--- config.mk ---
export PLATFORM = sky130hd
export DESIGN_NAME = prog_remap_decoder
export DESIGN_NICKNAME = d
export VERILOG_FILES = /design/src/rtl/pram_pkg.sv /design/src/rtl/remap_sel_latch.sv /design/src/rtl/remap_window.sv /design/src/rtl/target_decode.sv /design/src/rtl/prog_remap_decoder.sv
export SDC_FILE = /design/constraint.sdc
export NUM_CORES = 1
export LEC_CHECK = 0
export BUFFER_PORTS_ARGS = -buffer_cell sky130_fd_sc_hd__buf_2
export CORE_AREA = 2 2 39 41
export DETAILED_ROUTE_END_ITERATION = 10
export DIE_AREA = 0 0 41 43
export PLACE_DENSITY = 0.59
export SYNTH_ARGS = -nofsm -noshare
export SYNTH_HDL_FRONTEND = slang
export SYNTH_SLANG_ARGS = --single-unit
--- constraint.sdc ---
create_clock -name clk -period 2.5 [get_ports clk]
set_input_delay 0.5 -clock clk [delete_from_list [all_inputs] [get_ports clk]]
set_output_delay 0.5 -clock clk [all_outputs]
set_load 0.01 [all_outputs]
--- src/rtl/pram_pkg.sv ---
package pram_pkg;
  parameter int unsigned PA_W  = 16;
  parameter int unsigned SEL_W = 2;

  typedef enum logic [1:0] {
    TGT_PRI = 2'd0,
    TGT_SEC = 2'd1,
    TGT_EXT = 2'd2
  } tgt_e;

  // Window length in bytes for option sel: zero for option 0, otherwise unit doubled per step
  function automatic int unsigned span_of(input int unsigned sel, input int unsigned unit);
    if (sel == 0) return 0;
    return unit << (sel - 1);
  endfunction
endpackage

--- src/rtl/remap_sel_latch.sv ---
module remap_sel_latch #(
  parameter int unsigned SW = 2
) (
  input  logic          clk,
  input  logic          rst_n,
  input  logic [SW-1:0] sel_i,
  output logic [SW-1:0] sel_o
);
  // Loads continuously while reset is held; frozen afterwards
  always_ff @(posedge clk) begin
    if (!rst_n) sel_o <= sel_i;
  end
endmodule

--- src/rtl/remap_window.sv ---
module remap_window
  import pram_pkg::*;
#(
  parameter int unsigned   AW       = 16,
  parameter int unsigned   SW       = 2,
  parameter int unsigned   UNIT     = 1024,
  parameter logic [AW-1:0] SEC_BASE = 16'hF000
) (
  input  logic          en_i,
  input  logic [SW-1:0] sel_i,
  input  logic [AW-1:0] addr_i,
  output logic          hit_o,
  output logic [AW-1:0] addr_o
);
  localparam int unsigned NOPT = 1 << SW;

  logic [NOPT-1:0] in_win;

  assign in_win[0] = 1'b0;
  for (genvar g = 1; g < NOPT; g++) begin : g_win
    localparam int unsigned LIM = span_of(g, UNIT);
    assign in_win[g] = 32'(addr_i) < LIM;
  end

  assign hit_o  = en_i & in_win[sel_i];
  assign addr_o = hit_o ? (addr_i | SEC_BASE) : addr_i;
endmodule

--- src/rtl/target_decode.sv ---
module target_decode
  import pram_pkg::*;
#(
  parameter int unsigned   AW       = 16,
  parameter logic [AW-1:0] PRI_TOP  = 16'h7FFF,
  parameter logic [AW-1:0] SEC_BASE = 16'hF000
) (
  input  logic          ext_i,
  input  logic          vis_i,
  input  logic [AW-1:0] addr_i,
  output tgt_e          tgt_o
);
  always_comb begin
    if (!ext_i)                  tgt_o = TGT_EXT;
    else if (addr_i <= PRI_TOP)  tgt_o = TGT_PRI;
    else if (addr_i >= SEC_BASE) tgt_o = vis_i ? TGT_SEC : TGT_EXT;
    else                         tgt_o = TGT_EXT;
  end
endmodule

--- src/rtl/prog_remap_decoder.sv ---
module prog_remap_decoder
  import pram_pkg::*;
#(
  parameter int unsigned   AW       = PA_W,
  parameter int unsigned   SW       = SEL_W,
  parameter int unsigned   UNIT     = 1024,
  parameter logic [AW-1:0] PRI_TOP  = 16'h7FFF,
  parameter logic [AW-1:0] SEC_BASE = 16'hF000
) (
  input  logic          clk,
  input  logic          rst_n,
  input  logic [SW-1:0] remap_sel_i,
  input  logic [AW-1:0] fetch_addr_i,
  input  logic          ext_access_i,
  input  logic          sec_visible_i,
  output logic [1:0]    target_o,
  output logic [AW-1:0] phys_addr_o
);
  logic [SW-1:0] sel_q;
  logic          remap_hit;
  logic [AW-1:0] eff_addr;
  tgt_e          tgt;

  remap_sel_latch #(.SW(SW)) u_sel (
    .clk(clk), .rst_n(rst_n), .sel_i(remap_sel_i), .sel_o(sel_q)
  );

  remap_window #(.AW(AW), .SW(SW), .UNIT(UNIT), .SEC_BASE(SEC_BASE)) u_win (
    .en_i(ext_access_i), .sel_i(sel_q), .addr_i(fetch_addr_i),
    .hit_o(remap_hit), .addr_o(eff_addr)
  );

  target_decode #(.AW(AW), .PRI_TOP(PRI_TOP), .SEC_BASE(SEC_BASE)) u_dec (
    .ext_i(ext_access_i), .vis_i(sec_visible_i), .addr_i(eff_addr), .tgt_o(tgt)
  );

  assign target_o    = tgt;
  assign phys_addr_o = eff_addr;


  ext_low_chk: assert property (@(posedge clk) disable iff (!rst_n)
    !ext_access_i |-> (target_o == 2'd2 && phys_addr_o == fetch_addr_i));


  remap_dest_chk: assert property (@(posedge clk) disable iff (!rst_n)
    remap_hit |-> (phys_addr_o >= SEC_BASE && fetch_addr_i < SEC_BASE));


  gap_chk: assert property (@(posedge clk) disable iff (!rst_n)
    (ext_access_i && phys_addr_o > PRI_TOP && phys_addr_o < SEC_BASE) |-> target_o == 2'd2);


  sel_hold_chk: assert property (@(posedge clk) disable iff (!rst_n)
    1'b1 |=> $stable(sel_q));


  target_legal_chk: assert property (@(posedge clk) disable iff (!rst_n)
    target_o != 2'd3);
endmodule

* Word-level counts from Yosys, hierarchy flattened *
Cells that the tools add are included.

word-level totals
  flip-flop bits (word level) = 2
  input port bits = 22
  output and inout port bits = 18
  word-level logic and storage cells = 15

operators by class
  order comparisons = 6
  multiplexer cells = 7
  bitwise logic cells = 1

operators by type and width
  cell                                                               number
  greater-or-equal comparator 16 bit (second input constant)         1
  less-or-equal comparator 16 x 15 -> 1 bit (second input constant)  1
  less-than comparator 16 x 11 -> 1 bit (second input constant)      1
  less-than comparator 16 x 12 -> 1 bit (second input constant)      1
  less-than comparator 16 x 13 -> 1 bit (second input constant)      1
  two-way mux 16 bit                                                 1
  two-way mux 2 bit                                                  4
  less-than comparator 2 x 3 -> 1 bit (second input constant)        1
  binary-select mux 1 bit (select 2 bit)                             1
  AND 1 bit                                                          1
  two-way mux 1 bit                                                  1

* Longest topological paths before layout *
Gate-level depths: netlist of run 1.

  word-level depth = 9
  depth in mapped cells = 3
  depth with buffers taken out = 3

* Modules after synthesis *
From an unflattened synthesis of run 1, not the netlist that was laid out.

unflattened totals
  cells, all modules = 29
  area total of the unflattened synthesis = 245.2 um2

modules (own cells, without submodules)
  module           instances  cells an instance  area an instance (um2)  seq. area each (um2)
  remap_window     1          22                 157.7                   0.0
  remap_sel_latch  1          3                  63.8                    60.1
  target_decode    1          4                  23.8                    0.0

* Worst setup path before layout of run 1 *
OpenSTA, ideal clock, no wires.

  path kind = in2out
  from = input fetch_addr_i[13]
  to = output phys_addr_o[12]
  arrival time = 1100 ps
  required time = 2000 ps
  setup slack = 900 ps
  stages on the path = 3
  path buffers = 0
  cell sequence = nor4b_4 o31ai_2 o21bai_1

between the ends
  word-level cells in the longest chain between the ends = 5
  elaborated cells on any way between the ends = 7
  those cells by class = order compare (3); mux (3); bitwise (1)

ends and longest elaborated chain
  what                                                           line                      text
  from (decl)                                                    prog_remap_decoder.sv:13  input logic [AW-1:0] fetch_addr_i,
  less-than comparator 16 x 11 -> 1 bit (tied with other cells)  remap_window.sv:22        assign in_win[g] = 32'(addr_i) < LIM;
  binary-select mux 1 bit (select 2 bit) (*)                     remap_window.sv:25        assign hit_o = en_i & in_win[sel_i];
  two-way mux 1 bit (not written as such) (*)                    remap_window.sv:25
  AND 1 bit (*)                                                  remap_window.sv:25
  two-way mux 16 bit (*)                                         remap_window.sv:26        assign addr_o = hit_o ? (addr_i | SEC_BASE) : addr_i;
  to (decl)                                                      prog_remap_decoder.sv:17  output logic [AW-1:0] phys_addr_o

Every way passes the cells marked *; elsewhere a longest branch is shown, timed or not. The select of a mux whose other input is x is not followed.

* Worst setup path in the final report of run 1 *
  from = register u_sel.sel_o[1]
  to = output phys_addr_o[14]

between the ends
  word-level cells in the longest chain between the ends = 4

ends and longest elaborated chain
  what                                     line                   text
  from (decl)                              remap_sel_latch.sv:7   output logic [SW-1:0] sel_o
  from (signal assigned)                   remap_sel_latch.sv:11  if (!rst_n) sel_o <= sel_i;
  binary-select mux 1 bit (select 2 bit)   remap_window.sv:25
  two-way mux 1 bit (not written as such)  remap_window.sv:25
  AND 1 bit                                remap_window.sv:25
  two-way mux 16 bit                       remap_window.sv:26

No other way between the ends. The select of a mux whose other input is x is not followed.

==> metrics, run 1 <==
combined area of the multi-input logic cells around 150 µm²; final routed wire length divided by cell count 10.2 µm; Hold-fix buffers, CTS 0; post-synthesis sequential element count 2; area enclosed by the die boundary 1760 µm²; highest clock rate 540 MHz; slew at the pin with the worst max-slew slack about 0.32 ns; global-route wire length before repair 897 µm; site row count 14; mean instance size in the synthesized netlist 9.18 µm²; kind of end point of the critical path primary output; antenna cell count 0; Die H ~43 µm; count of routing violations after the opening detailed-route iteration 0; total gr overflow 0; delay of the slowest cell on the worst path around 0.36 ns; # resized after CTS 0; signed area change from the synthesized netlist to the final layout 15.7%; H-tree depth reported by CTS 1; synthesized netlist net count 55; standard cell core area approximately 1400 µm²; Arr. time, crit path approximately 1.4 ns; TritonCTS Sinks 2; initial antenna violation count 0; maximum number of pins on one net before global-route repair 6; Final Max Slew Viols 0; I/O pins 40; kind of cell adding the most delay to the critical path compound AO/OA/AOI/OAI gates; critical path class reg -> out; Fillers 153; Horiz. Die Dim approximately 41 µm; outcome finished, final reports clean; Slew headroom 78.8%; vias in the first global route 258; areal power density over the cells between 400 and 500 nW/µm²; weighted congestion reported at the end of routability-driven placement ~0.60; clock slew at reported path FFs ~0.030 ns; routed via count around 260; ratio of final minimum period to clock period roughly 74%; register containing the most flip-flops in the final layout u_sel.sel_o; DR vias/cell between 4 and 5; Worst Setup Start Kind flip-flop; yosys synthesis warning count 0; final-stage net count 67; worst hold path type in -> reg; required time worst endpoint 2.00 ns; max-cap violations 0; final wirelength 600 µm; number of endpoints with negative hold slack in the final report 0; post-synthesis instance area between 300 and 400 µm²; final setup fails 0; Max Fanout on Critical Path 4; clock buffers created by TritonCTS 3; Total Neg Setup Slack 0 ns; proportion of netlist area held by the largest area contributor between 20% and 30%; buffer and inverter count on the worst path 1; sequential fraction of the synthesis area a little under 20%; Pleak approximately 0.16 nW; worst vdd rail ir drop roughly 0.19 mV; cell with the largest stage delay on the worst path sky130_fd_sc_hd__edfxtp_1; ordered list of cells on the worst path and2_4 > o31ai_2 > o21bai_1 > buf_2; library cells used by synthesis 17; final period demand of the worst path between 1.5 and 2 ns; worst hold slack after final layout around 0.45 ns; Max Root-Sink Buffers 2; first-pass iteration count of the detailed router 1; fraction of layout instances using a drive strength above 1 62.8%; clock root buffer sky130_fd_sc_hd__clkbuf_4; Initial Util between 20% and 30%; largest registers u_sel.sel_o (2); number of remaining DRC errors 0; number of buffers inserted to repair setup after CTS 0; cell type with the largest total area after synthesis sky130_fd_sc_hd__buf_4; Largest register FFs 2; global-route usage over all layers around 7.8%; gate count after technology mapping 33; port buffer count 19; unrepaired setup endpoints after global routing false; total area of sequential cells approximately 60 µm²; Antenna Violating Nets Remaining 0; cell types occupying the most area after synthesis sky130_fd_sc_hd__buf_4, sky130_fd_sc_hd__edfxtp_1, sky130_fd_sc_hd__nor4b_4; clock tree from TritonCTS yes
## cells in the mapped netlist (all sizes together)
| cell type | n |
|---|---|
| a41o | 1 |
| o21bai | 3 |
| edfxtp | 2 |
| inv | 2 |
| o311ai | 1 |
| nor3 | 1 |
| o31ai | 2 |
| nor4b | 1 |
| and2 | 1 |
| nor3b | 1 |
| buf | 12 |
| nand4 | 1 |
| a21oi | 1 |
| o211ai | 1 |
| nor2b | 1 |
| nand2 | 2 |
## cell families after synthesis
group / synth area share [%]
buffers and inverters: 32.2
flip-flops: 19.8
AND/OR/NAND/NOR: 23.1
AO/OA/AOI/OAI: 24.8
## layout by cell type (no fill, tap or decap), types with 2 or more instances in the layout
cell type and count:
sky130_fd_sc_hd__clkbuf_4 3, sky130_fd_sc_hd__nand2_1 2, sky130_fd_sc_hd__o21bai_1 3, sky130_fd_sc_hd__inv_1 2, sky130_fd_sc_hd__buf_2 19, sky130_fd_sc_hd__edfxtp_1 2
## power breakdown
| group | switching, W | total (W) | internal, W |
|---|---|---|---|
| sequential | 0.000000962 | 0.0000412 | 0.0000402 |
| combinational | 0.0000206 | 0.0000399 | 0.0000192 |
| clock | 0.0000179 | 0.0000708 | 0.0000529 |
## routing by layer
| layer | track usage, % | vias to the layer above | wire length [µm] | share of wire, % |
|---|---|---|---|---|
| met3 | 2.09 | 0 | 77 | 13 |
| met2 | 12.2 | 15 | 313 | 52 |
| met5 | 0 | - | 0 | 0 |
| met4 | 8.00 | 0 | 0 | 0 |
| met1 | 7.42 | 117 | 209 | 35 |
| li1 | - | 130 | - | - |
## metrics by stage
| step | utilization, % | power [W] | instances | cell area [µm²] | setup WS [ns] |
|---|---|---|---|---|---|
| final | 25.3 | 0.000152 | 59 | 350 | 0.650 |
| after detailed placement | 23.7 | 0.0000821 | 56 | 328 | 0.647 |
| after global placement | 23.7 | 0.0000817 | 56 | 328 | 0.635 |
| after global routing | 25.3 | 0.000169 | 59 | 350 | 0.565 |
| after floorplan | - | 0.0000785 | 33 | 303 | 0.900 |
| after CTS | 25.3 | 0.000159 | 59 | 350 | 0.618 |
## path summary, 6_finish.rpt
kind                       start  depth (start not counted)               to
setup / recovery  u_sel.sel_o[1]                          4  phys_addr_o[14]
hold / removal    remap_sel_i[1]                          1   u_sel.sel_o[1]
## area by class of cell
type                            count  share of cell area (%)
Tap cell                           16                    5.71
Clock buffer                        3                    6.43
Multi-Input combinational cell     17                    41.4
Timing Repair Buffer               19                    27.1
Inverter                            2                    2.14
Sequential cell                     2                    17.1
No activity file was read; power rests on OpenSTA's default activity.
==> run 2: changes to the inputs <==
--- a/config.mk
+++ b/config.mk
@@ -9,7 +9,7 @@
 export CORE_AREA = 2 2 39 41
 export DETAILED_ROUTE_END_ITERATION = 10
 export DIE_AREA = 0 0 41 43
-export PLACE_DENSITY = 0.59
+export PLACE_DENSITY = 0.61
 export SYNTH_ARGS = -nofsm -noshare
 export SYNTH_HDL_FRONTEND = slang
 export SYNTH_SLANG_ARGS = --single-unit
==> constraint.sdc (replaced) <==
create_clock -name clk -period 1.6 [get_ports clk]
set_input_delay 0.32 -clock clk [delete_from_list [all_inputs] [get_ports clk]]
set_output_delay 0.32 -clock clk [all_outputs]
set_load 0.01 [all_outputs]
==> run 2 against run 1 <==
  * The run now ends with negative setup slack left
  * Critical endpoint is now phys_addr_o[13]
  * First-iteration DRC count up 2
  * Global-route usage up 1.3 points
  * Clock-buffer cell count unchanged
  * Critical path depth unchanged
  * Flip-flop and latch count unchanged
  * Cell count unchanged
  * Via count down 1.5%
  * Design area up 8.6%
  * Die area unchanged
==> metrics, run 2 (synthesis gave the netlist of run 1 again) <==
final-stage net count between 60 and 70; final wirelength a little under 700 µm; unrepaired setup endpoints after global routing true; total gr overflow 0; Max Fanout on Critical Path 4; I/O pins 40; area post-placement ~330 µm²; H-tree depth reported by CTS 1; routed via count approximately 260; count of routing violations after the opening detailed-route iteration 2; critical path class reg -> out; cell with the largest stage delay on the worst path sky130_fd_sc_hd__edfxtp_1; post-route core utilization between 20% and 30%; highest-count cells in the layout ignoring fill and taps sky130_fd_sc_hd__buf_2, sky130_fd_sc_hd__o21bai_1, sky130_fd_sc_hd__clkbuf_4; number of buffers inserted to repair setup after CTS 0; largest registers u_sel.sel_o (2); max-cap violations 0; maximum number of pins on one net before global-route repair 6; worst vdd rail ir drop about 0.26 mV; Antenna Violating Nets Remaining 0; TritonCTS Sinks 2; final period demand of the worst path about 1.6 ns; dpl cells between 50 and 60; signed area change from the synthesized netlist to the final layout 25.6%; number of endpoints with negative hold slack in the final report 0; Worst Setup Start Kind flip-flop; clock root buffer sky130_fd_sc_hd__clkbuf_4; global-route wire length before repair around 980 µm; areal power density over the cells roughly 650 nW/µm²; Horiz. Die Dim between 40 and 50 µm; clock tree from TritonCTS yes; delay of the slowest cell on the worst path around 0.38 ns; count of non-filler cells in the finished layout just under 60; Final Max Slew Viols 0; site row count 14; Arr. time, crit path roughly 1.3 ns; Largest register FFs 2; kind of end point of the critical path primary output; outcome finished, violations left; antenna cell count 0; final worst-path setup slack -0.00877 ns; first-pass iteration count of the detailed router 2; weighted congestion reported at the end of routability-driven placement about 0.54; vias in the first global route 270; DR vias/cell 4.37; worst hold path type in -> reg; area enclosed by the die boundary ~1800 µm²; clock buffers created by TritonCTS 3; final standard cell area without fillers ~380 µm²; leading cell type in the layout, fill and taps excluded sky130_fd_sc_hd__buf_2; standard cell core area ~1400 µm²; clock slew at reported path FFs approximately 0.030 ns; final routed wire length divided by cell count between 10 and 15 µm; highest clock rate about 620 MHz; final setup fails 5; slew at the pin with the worst max-slew slack ~0.29 ns; Slew headroom approximately four fifths; initial antenna violation count 0; global-route usage over all layers 9.13%; worst setup path startpoint u_sel.sel_o[1]; Pleak between 0.15 and 0.2 nW; register containing the most flip-flops in the final layout u_sel.sel_o; port buffer count 19; Die H about 43 µm; number of remaining DRC errors 0; Initial Util between 20% and 30%; fraction of layout instances using a drive strength above 1 67.4%; Fillers between 150 and 200; critical path endpoint phys_addr_o[13]; required time worst endpoint 1.28 ns; ratio of final minimum period to clock period 101%; sum of net half-perimeters after detailed placement 528 µm; Max Root-Sink Buffers 2; ordered list of cells on the worst path and2_4 > o31ai_4 > o21bai_1 > buf_2; violations in the final reports negative setup slack
-- run 2: repair_timing --
action                     in CTS  in global routing
cloned                          0                  0
setup endpoints to repair       5                  6
pin swaps                       4                  3
gates resized for setup         5                  0
hold buffers                    0                  0
-- run 2: area by class of cell --
cell class                 count  area [µm²]  area share, %
multi-input combinational     17         175           46.1
timing repair buffer          19        95.1           25.0
sequential                     2        60.1           15.8
clock buffer                   3        22.5           5.92
tap                           16        20.0           5.26
inverter                       2        7.51           1.97
-- run 2: worst min-delay path by stage --
stage	slack [ns]	to	cells after the start	from
2_1_floorplan	0.42	u_sel.sel_o[0]	0	remap_sel_i[0]
3_3_place_gp	0.50	u_sel.sel_o[0]	1	remap_sel_i[0]
3_5_place_dp	0.50	u_sel.sel_o[0]	1	remap_sel_i[0]
4_1_cts	0.26	u_sel.sel_o[0]	1	remap_sel_i[0]
5_1_grt	0.26	u_sel.sel_o[0]	1	remap_sel_i[0]
6_report	0.27	u_sel.sel_o[0]	1	remap_sel_i[0]
-- run 2: layer usage --
layer | global-route usage (%) | wire length [µm] | vias to the layer above
met5 | 0 | 0 | -
met4 | 10.0 | 0 | 0
met3 | 3.14 | 100 | 0
met2 | 15.6 | 380 | 16
met1 | 6.41 | 198 | 112
li1 | - | - | 130
-- run 2: power breakdown --
group,total [W],switching [W],internal [W]
combinational,0.0000718,0.0000377,0.0000340
sequential,0.0000649,0.00000195,0.0000629
clock,0.000111,0.0000286,0.0000827
total,0.000248,0.0000683,0.000180
-- run 2: stage by stage --
stage	TNS, ns	setup slack [ns]	hold WS (ns)	power [W]
finish	-0.0194	-0.00877	0.270	0.000248
detailed placement	0	0.101	0.498	0.000128
global route	-0.437	-0.0822	0.261	0.000268
CTS	-0.132	-0.0280	0.259	0.000256
floorplan	0	0.299	0.419	0.000123
global placement	0	0.0988	0.496	0.000127
-- run 2: worst max-delay path, delay by kind of cell (launching register included) --
kind / cells / cell delay [ns]
flops: 1 / 0.38
compound gates: 2 / 0.36
simple gates: 1 / 0.19
buf+inv: 1 / 0.14
